File: src/rtl/bm_arb_pkg.sv
package bm_arb_pkg;
  typedef enum logic [2:0] {
    TERM_DONE   = 3'd0,
    TERM_DISC   = 3'd1,
    TERM_RETRY  = 3'd2,
    TERM_TABORT = 3'd3,
    TERM_MABORT = 3'd4
  } term_kind_e;

  localparam int SRC_CONT = 0;
  localparam int SRC_RD   = 1;
  localparam int SRC_WR   = 2;
  localparam int NUM_SRC  = 3;
endpackage

File: src/rtl/bm_rrb_map.sv
module bm_rrb_map #(
  parameter int NUM_RRB = 2,
  parameter int IDX_W   = 1
) (
  input  logic               clk_i,
  input  logic               rst_ni,
  input  logic               alloc_i,
  input  logic               rel_a_i,
  input  logic [IDX_W-1:0]   rel_a_idx_i,
  input  logic               rel_b_i,
  input  logic [IDX_W-1:0]   rel_b_idx_i,
  output logic [NUM_RRB-1:0] busy_o,
  output logic               any_free_o,
  output logic [IDX_W-1:0]   free_idx_o
);
  logic [NUM_RRB-1:0] busy_q, busy_d;

  // lowest free index wins
  always_comb begin
    free_idx_o = '0;
    any_free_o = 1'b0;
    for (int i = NUM_RRB - 1; i >= 0; i--) begin
      if (!busy_q[i]) begin
        free_idx_o = IDX_W'(i);
        any_free_o = 1'b1;
      end
    end
  end

  for (genvar g = 0; g < NUM_RRB; g++) begin : g_bit
    logic clr_a, clr_b, set_b;
    assign clr_a = rel_a_i && (rel_a_idx_i == IDX_W'(g));
    assign clr_b = rel_b_i && (rel_b_idx_i == IDX_W'(g));
    assign set_b = alloc_i && any_free_o && (free_idx_o == IDX_W'(g));
    assign busy_d[g] = (busy_q[g] && !clr_a && !clr_b) || set_b;
  end

  always_ff @(posedge clk_i or negedge rst_ni) begin
    if (!rst_ni) busy_q <= '0;
    else         busy_q <= busy_d;
  end

  assign busy_o = busy_q;
endmodule

File: src/rtl/bm_elig_eval.sv
module bm_elig_eval
  import bm_arb_pkg::*;
#(
  parameter int CNT_W       = 8,
  parameter int FILL_W      = 8,
  parameter int FULL_PHASES = 8
) (
  input  logic              cont_vld_i,
  input  logic              cont_is_rd_i,
  input  logic [CNT_W-1:0]  cont_cnt_i,
  input  logic              rd_req_i,
  input  logic              any_free_i,
  input  logic              wr_vld_i,
  input  logic [FILL_W-1:0] wr_fill_i,
  input  logic [CNT_W-1:0]  wr_burst_i,
  output logic [NUM_SRC-1:0] elig_o
);
  localparam int CMP_W = ((CNT_W > FILL_W) ? CNT_W : FILL_W) + 1;
  localparam logic [CMP_W-1:0] FULL_C = CMP_W'(FULL_PHASES);

  logic [CMP_W-1:0] fill_x, wr_need_x, cont_need_x;
  logic             wr_data_ok, cont_data_ok;

  assign fill_x      = CMP_W'(wr_fill_i);
  assign wr_need_x   = CMP_W'(wr_burst_i);
  assign cont_need_x = CMP_W'(cont_cnt_i);

  assign wr_data_ok   = (fill_x >= FULL_C) || (fill_x >= wr_need_x);
  assign cont_data_ok = (fill_x >= FULL_C) || (fill_x >= cont_need_x);

  // a pending continuation holds back new commands to keep order
  always_comb begin
    elig_o           = '0;
    elig_o[SRC_CONT] = cont_vld_i && (cont_is_rd_i || cont_data_ok);
    elig_o[SRC_RD]   = !cont_vld_i && rd_req_i && any_free_i;
    elig_o[SRC_WR]   = !cont_vld_i && wr_vld_i && wr_data_ok;
  end
endmodule

File: src/rtl/bm_term_ctl.sv
module bm_term_ctl
  import bm_arb_pkg::*;
#(
  parameter int CNT_W = 8,
  parameter int IDX_W = 1
) (
  input  logic             clk_i,
  input  logic             rst_ni,
  input  logic             gnt_fire_i,
  input  logic             gnt_cont_i,
  input  logic             gnt_is_rd_i,
  input  logic [IDX_W-1:0] gnt_rrb_i,
  input  logic             term_vld_i,
  input  logic [2:0]       term_kind_i,
  input  logic [CNT_W-1:0] term_remain_i,
  input  logic             sts_w1c_i,
  output logic             cont_vld_o,
  output logic             cont_is_rd_o,
  output logic [CNT_W-1:0] cont_cnt_o,
  output logic [IDX_W-1:0] cont_rrb_o,
  output logic             rel_o,
  output logic [IDX_W-1:0] rel_idx_o,
  output logic             rd_fail_o,
  output logic             dummy_o,
  output logic [IDX_W-1:0] dummy_rrb_o
);
  term_kind_e       kind;
  logic             cur_is_rd_q;
  logic [IDX_W-1:0] cur_rrb_q;
  logic             is_split, is_abort, rd_abort;
  logic             cont_vld_q, cont_is_rd_q;
  logic [CNT_W-1:0] cont_cnt_q;
  logic [IDX_W-1:0] cont_rrb_q;
  logic             fail_q, dummy_q;
  logic [IDX_W-1:0] dummy_rrb_q;

  assign kind     = term_kind_e'(term_kind_i);
  assign is_split = term_vld_i && (kind == TERM_DISC || kind == TERM_RETRY);
  assign is_abort = term_vld_i && (kind == TERM_TABORT || kind == TERM_MABORT);
  assign rd_abort = is_abort && cur_is_rd_q;

  always_ff @(posedge clk_i or negedge rst_ni) begin
    if (!rst_ni) begin
      cur_is_rd_q <= 1'b0;
      cur_rrb_q   <= '0;
    end else if (gnt_fire_i) begin
      cur_is_rd_q <= gnt_is_rd_i;
      cur_rrb_q   <= gnt_rrb_i;
    end
  end

  always_ff @(posedge clk_i or negedge rst_ni) begin
    if (!rst_ni) begin
      cont_vld_q   <= 1'b0;
      cont_is_rd_q <= 1'b0;
      cont_cnt_q   <= '0;
      cont_rrb_q   <= '0;
    end else if (is_split) begin
      cont_vld_q   <= 1'b1;
      cont_is_rd_q <= cur_is_rd_q;
      cont_cnt_q   <= term_remain_i;
      cont_rrb_q   <= cur_rrb_q;
    end else if (gnt_cont_i) begin
      cont_vld_q   <= 1'b0;
    end
  end

  // set beats clear
  always_ff @(posedge clk_i or negedge rst_ni) begin
    if (!rst_ni) begin
      fail_q      <= 1'b0;
      dummy_q     <= 1'b0;
      dummy_rrb_q <= '0;
    end else begin
      fail_q  <= rd_abort || (fail_q && !sts_w1c_i);
      dummy_q <= rd_abort;
      if (rd_abort) dummy_rrb_q <= cur_rrb_q;
    end
  end

  assign cont_vld_o   = cont_vld_q;
  assign cont_is_rd_o = cont_is_rd_q;
  assign cont_cnt_o   = cont_cnt_q;
  assign cont_rrb_o   = cont_rrb_q;
  assign rel_o        = rd_abort;
  assign rel_idx_o    = cur_rrb_q;
  assign rd_fail_o    = fail_q;
  assign dummy_o      = dummy_q;
  assign dummy_rrb_o  = dummy_rrb_q;
endmodule

File: src/rtl/bm_elig_arb.sv
module bm_elig_arb
  import bm_arb_pkg::*;
#(
  parameter int NUM_RRB     = 2,
  parameter int CNT_W       = 8,
  parameter int FILL_W      = 8,
  parameter int FULL_PHASES = 8,
  localparam int IDX_W      = (NUM_RRB > 1) ? $clog2(NUM_RRB) : 1
) (
  input  logic               clk_i,
  input  logic               rst_ni,
  input  logic               eng_idle_i,
  input  logic               rd_req_i,
  input  logic [CNT_W-1:0]   rd_burst_i,
  input  logic               wr_vld_i,
  input  logic [CNT_W-1:0]   wr_burst_i,
  input  logic [FILL_W-1:0]  wr_fill_i,
  input  logic               term_vld_i,
  input  logic [2:0]         term_kind_i,
  input  logic [CNT_W-1:0]   term_remain_i,
  input  logic               rsp_done_i,
  input  logic [IDX_W-1:0]   rsp_rrb_i,
  input  logic               sts_w1c_i,
  output logic [2:0]         gnt_o,
  output logic [IDX_W-1:0]   gnt_rrb_o,
  output logic [CNT_W-1:0]   gnt_cnt_o,
  output logic [NUM_RRB-1:0] rrb_busy_o,
  output logic               rd_fail_o,
  output logic               dummy_o,
  output logic [IDX_W-1:0]   dummy_rrb_o
);
  logic [NUM_SRC-1:0] elig, gnt;
  logic               any_free;
  logic [IDX_W-1:0]   free_idx;
  logic               cont_vld, cont_is_rd;
  logic [CNT_W-1:0]   cont_cnt;
  logic [IDX_W-1:0]   cont_rrb;
  logic               abort_rel;
  logic [IDX_W-1:0]   abort_idx;
  logic               gnt_is_rd;

  bm_rrb_map #(.NUM_RRB(NUM_RRB), .IDX_W(IDX_W)) u_map (
    .clk_i       (clk_i),
    .rst_ni      (rst_ni),
    .alloc_i     (gnt[SRC_RD]),
    .rel_a_i     (rsp_done_i),
    .rel_a_idx_i (rsp_rrb_i),
    .rel_b_i     (abort_rel),
    .rel_b_idx_i (abort_idx),
    .busy_o      (rrb_busy_o),
    .any_free_o  (any_free),
    .free_idx_o  (free_idx)
  );

  bm_elig_eval #(.CNT_W(CNT_W), .FILL_W(FILL_W), .FULL_PHASES(FULL_PHASES)) u_elig (
    .cont_vld_i   (cont_vld),
    .cont_is_rd_i (cont_is_rd),
    .cont_cnt_i   (cont_cnt),
    .rd_req_i     (rd_req_i),
    .any_free_i   (any_free),
    .wr_vld_i     (wr_vld_i),
    .wr_fill_i    (wr_fill_i),
    .wr_burst_i   (wr_burst_i),
    .elig_o       (elig)
  );

  // fixed priority: lowest source index first
  always_comb begin
    gnt = '0;
    if (eng_idle_i) begin
      for (int i = NUM_SRC - 1; i >= 0; i--) begin
        if (elig[i]) gnt = NUM_SRC'(1) << i;
      end
    end
  end

  always_comb begin
    gnt_rrb_o = gnt[SRC_CONT] ? cont_rrb : free_idx;
    if (gnt[SRC_CONT])    gnt_cnt_o = cont_cnt;
    else if (gnt[SRC_RD]) gnt_cnt_o = rd_burst_i;
    else                  gnt_cnt_o = wr_burst_i;
  end

  assign gnt_is_rd = gnt[SRC_RD] || (gnt[SRC_CONT] && cont_is_rd);
  assign gnt_o     = gnt;

  bm_term_ctl #(.CNT_W(CNT_W), .IDX_W(IDX_W)) u_term (
    .clk_i         (clk_i),
    .rst_ni        (rst_ni),
    .gnt_fire_i    (|gnt),
    .gnt_cont_i    (gnt[SRC_CONT]),
    .gnt_is_rd_i   (gnt_is_rd),
    .gnt_rrb_i     (gnt_rrb_o),
    .term_vld_i    (term_vld_i),
    .term_kind_i   (term_kind_i),
    .term_remain_i (term_remain_i),
    .sts_w1c_i     (sts_w1c_i),
    .cont_vld_o    (cont_vld),
    .cont_is_rd_o  (cont_is_rd),
    .cont_cnt_o    (cont_cnt),
    .cont_rrb_o    (cont_rrb),
    .rel_o         (abort_rel),
    .rel_idx_o     (abort_idx),
    .rd_fail_o     (rd_fail_o),
    .dummy_o       (dummy_o),
    .dummy_rrb_o   (dummy_rrb_o)
  );
endmodule

File: config.mk
export PLATFORM = sky130hd
export DESIGN_NAME = bm_elig_arb
export DESIGN_NICKNAME = d
export VERILOG_FILES = /design/src/rtl/bm_arb_pkg.sv /design/src/rtl/bm_rrb_map.sv /design/src/rtl/bm_elig_eval.sv /design/src/rtl/bm_term_ctl.sv /design/src/rtl/bm_elig_arb.sv
export SDC_FILE = /design/constraint.sdc
export NUM_CORES = 1
export LEC_CHECK = 0
export ABC_AREA = 1
export BUFFER_PORTS_ARGS = -buffer_cell sky130_fd_sc_hd__buf_2
export CAP_MARGIN = 5
export CORE_MARGIN = 4
export CORE_UTILIZATION = 51
export DETAILED_ROUTE_END_ITERATION = 8
export PLACE_DENSITY_LB_ADDON = 0.2
export REMOVE_ABC_BUFFERS = 1
export SLEW_MARGIN = 20
export SYNTH_ARGS = -nofsm -noshare
export SYNTH_HDL_FRONTEND = slang
export SYNTH_SLANG_ARGS = --single-unit
File: constraint.sdc
create_clock -name clk_i -period 2.4 [get_ports clk_i]
set_input_delay 0.12 -clock clk_i [delete_from_list [all_inputs] [get_ports clk_i]]
set_output_delay 0.12 -clock clk_i [all_outputs]
set_load 0.1 [all_outputs]
==> results.yml <==
placement:
  dp_slack_ps: 226.2
  place_congestion: 0.8210
  port_buffers: 60
  dp_cells: 290
  dpl_cell_area_um2: 1862
  place_hpwl_um: 2910
yosys:
  synth_edf_count: 0
  async_reset_ff_frac: 1.000
  synth_flop_cell: "dfrtp_1"
  synth.largest_area_cell: "dfrtp_1"
  ys_warn_count: 0
  mappedNetlistArea_um2: 1439
  ys_seq_area_frac: 0.3130
  synth_cell_types: 25
  synth.area.top_cells: "dfrtp_1 31%, ha_1 14%, nand2_1 14%, inv_1 9.1%, o21ai_0 5.6%"
  synth_top_area_frac: 0.3130
  synth_area_per_cell_um2: 7.053
  syn_inst: 204
  ys_ff_latch: 18
detailed_routing:
  drc: 0
  via_per_inst: 5.254
  ant_nets: 0
  met1_length_um: 1711
  dr.max_layer_used: "met4"
  wl_met2_um: 2152
  via_count: 1613
  dr_wl_met3_um: 277
  wl_per_cell_um: 13.74
  drtIter0Drc: 53
  routed_wl_um: 4218
  firstDrtPassIters: 4
setup_path:
  cp-end-kind: "primary output"
  critPathSlowestCell: "dfrtp_1"
  crit_path_cell_trace: "inv_2 -> ha_4 -> a21oi_1 -> nand2_2 -> nand2_1 -> nand4_1 -> o21bai_2 -> buf_6 -> buf_6 -> nand2_2 -> o21ai_2 -> buf_12"
  start_kind: "flop"
  cp_data_required_time_ps: 2280
  arrival_ps: 2250
  crit_fanout: 8
  crit_type: "flop to primary output"
  slowest_delay_ps: 400
sta:
  timing.hold.ws_ps: 22.87
  setup_violations: 0
  hold_violations: 0
  worstMarginPinSlew_ps: 486.3
  drv_slew: 0
  fin_crit_ps: 2367
  clock_skew_ps: 7.084
  fin_crit_sh: 0.9861
  timing.final.ws_setup_ps: 33.26
  grt_setup_unrepaired: "yes"
  max-slew-margin-rel: 0.6780
  fmax_ghz: 0.4225
global_route:
  track_usage: 0.2009
  antenna_found_initial: 0
  grt_pass1_wl_um: 5713
  grt-ovfl-total: 0
  grt_pass1_vias: 1388
  grt_max_degree: 20
floorplan:
  start_util: 0.5556
  core_um2: 2590
  die_area_um2: 3735
  placementRows: 18
  die-width_um: 61.12
  io_pins: 61
  die_h_um: 61.12
clock_network:
  cts_htree_levels: 1
  cts.path.max_buffers: 2
  clkLatencyLatePin_ps: 290
  numCtsBuffers: 3
  cts-root-buf: "clkbuf_4"
  clk_pin_slew_ps: 100
  cts_tree: "built"
  cts.sinks: 18
layout:
  syn_to_final_growth_pct: 48.35
  nFillCells: 171
  drive_above_1_share: 0.3935
  antenna_cells: 0
  multiInputGateArea_um2: 900.9
  fin_nets: 338
  final_core_util: 0.8242
  final-seq-area_um2: 450.4
  stdcell_area_um2: 2135
  fin_cells: 307
min_path:
  min_path_type: "primary input to flop"
outcome:
  status: "completed"
power:
  p_per_area_nw_per_um2: 938.6
  leakage_nw: 1.200
  ir_drop_uv: 1198
run:
  maxCapViolCount: 0
[cell usage in the layout (no fill, tap or decap), types with 2 or more instances in the layout]
cell | synthesis | layout
a21oi_1 | 14 | 14
buf_12 | 0 | 7
buf_2 | 1 | 50
buf_4 | 3 | 12
buf_6 | 2 | 2
clkbuf_16 | 0 | 2
clkbuf_4 | 0 | 4
dfrtp_1 | 18 | 18
ha_1 | 16 | 11
ha_4 | 0 | 5
inv_1 | 35 | 29
inv_2 | 2 | 8
mux2_2 | 2 | 2
nand2_1 | 53 | 47
nand2_2 | 1 | 6
nand3_1 | 3 | 3
nand3_2 | 2 | 2
nand4_1 | 5 | 5
nor2_1 | 19 | 18
o21ai_0 | 16 | 13
o21ai_1 | 4 | 4
o21ai_2 | 0 | 3
[synth_stat cells, types with 2 or more instances]
cell type	count
nand3_1	3
inv_1	35
dfrtp_1	18
o21ai_1	4
ha_1	16
a21oi_1	14
mux2_2	2
inv_2	2
nor2_1	19
o21ai_0	16
nand3_2	2
buf_4	3
nand2_1	53
buf_6	2
nand4_1	5
[cell type report]
type                       instances  area share
clock buffer                       4     0.01700
timing repair buffer              75      0.2673
inverter                          37     0.06506
sequential                        18      0.2110
multi-input combinational        143      0.4220
tap                               30     0.01758
[report_power, final]
group          leakage, nW  internal (mW)  switching, mW
registers            0.214          0.391         0.0650
clock network       0.0210         0.0924         0.0925
logic                0.965          0.439          0.924
total                 1.20          0.922           1.08
[logic make-up after synthesis]
family | count (synthesis) | share of synthesized area
buffers and inverters | 43 | 0.1313
multiplexers | 2 | 0.01565
AND/OR/NAND/NOR | 85 | 0.2461
flip-flops | 18 | 0.3130
adder cells (fa/ha/maj) | 16 | 0.1391
AO/OA/AOI/OAI | 40 | 0.1548
[through the flow]
step / total power, mW / setup TNS (ps)
after floorplan: 1.292 / -6308
after global placement: 1.626 / 0
after detailed placement: 1.646 / 0
after CTS: 1.839 / 0
after global routing: 2.098 / -233.0
final: 2.003 / 0
[sequential cells by signal, summed over array words and instances (netlist names)]
| register | count |
|---|---|
| u_map.busy_o | 2 |
| u_term.cont_cnt_o | 8 |
| u_term.cont_is_rd_o | 1 |
| u_term.cont_rrb_o | 1 |
| u_term.cont_vld_o | 1 |
| u_term.cur_is_rd_q | 1 |
| u_term.dummy_o | 1 |
| u_term.dummy_rrb_o | 1 |
| u_term.rd_fail_o | 1 |
| u_term.rel_idx_o | 1 |
[worst paths after layout]
path,start,to,slack (ps),cells past startpoint
max,u_term.cont_cnt_o[3]$_DFFE_PN0P_,gnt_cnt_o[5],30,12
min,sts_w1c_i,u_term.rd_fail_o$_DFF_PN0_,20,2
max reg2reg,u_term.cont_cnt_o[3]$_DFFE_PN0P_,u_term.rel_idx_o$_DFFE_PN0P_,530,12
min reg2reg,u_term.dummy_rrb_o$_DFFE_PN0P_,u_term.dummy_rrb_o$_DFFE_PN0P_,490,2
max in group asynchronous,rst_ni,u_term.rd_fail_o$_DFF_PN0_,1800,2
min in group asynchronous,rst_ni,u_term.cont_cnt_o[2]$_DFFE_PN0P_,300,2
[worst max-delay path: cells and delay by family, from the launching register on]
family / cells / cell delay, ps
simple gates: 4 / 320
compound gates: 3 / 440
flops: 1 / 400
buf+inv: 4 / 590
fa+ha+maj: 1 / 200
[layer usage]
layer	vias to the layer above	global-route usage
met5	-	0
met4	0	0.06192
met3	8	0.04193
met2	67	0.3520
met1	734	0.2464
li1	804	-
[repair_timing]
action / 4_1_cts / 5_1_grt
resized for setup: 5 / 31
setup endpoints to repair: 5 / 10
hold buffers: 1 / 0
hold endpoints to repair: 18 / 0
gates cloned: 0 / 0
buffers inserted: 0 / 13
pin swaps: 0 / 8
No activity file was read; power rests on OpenSTA's default activity.
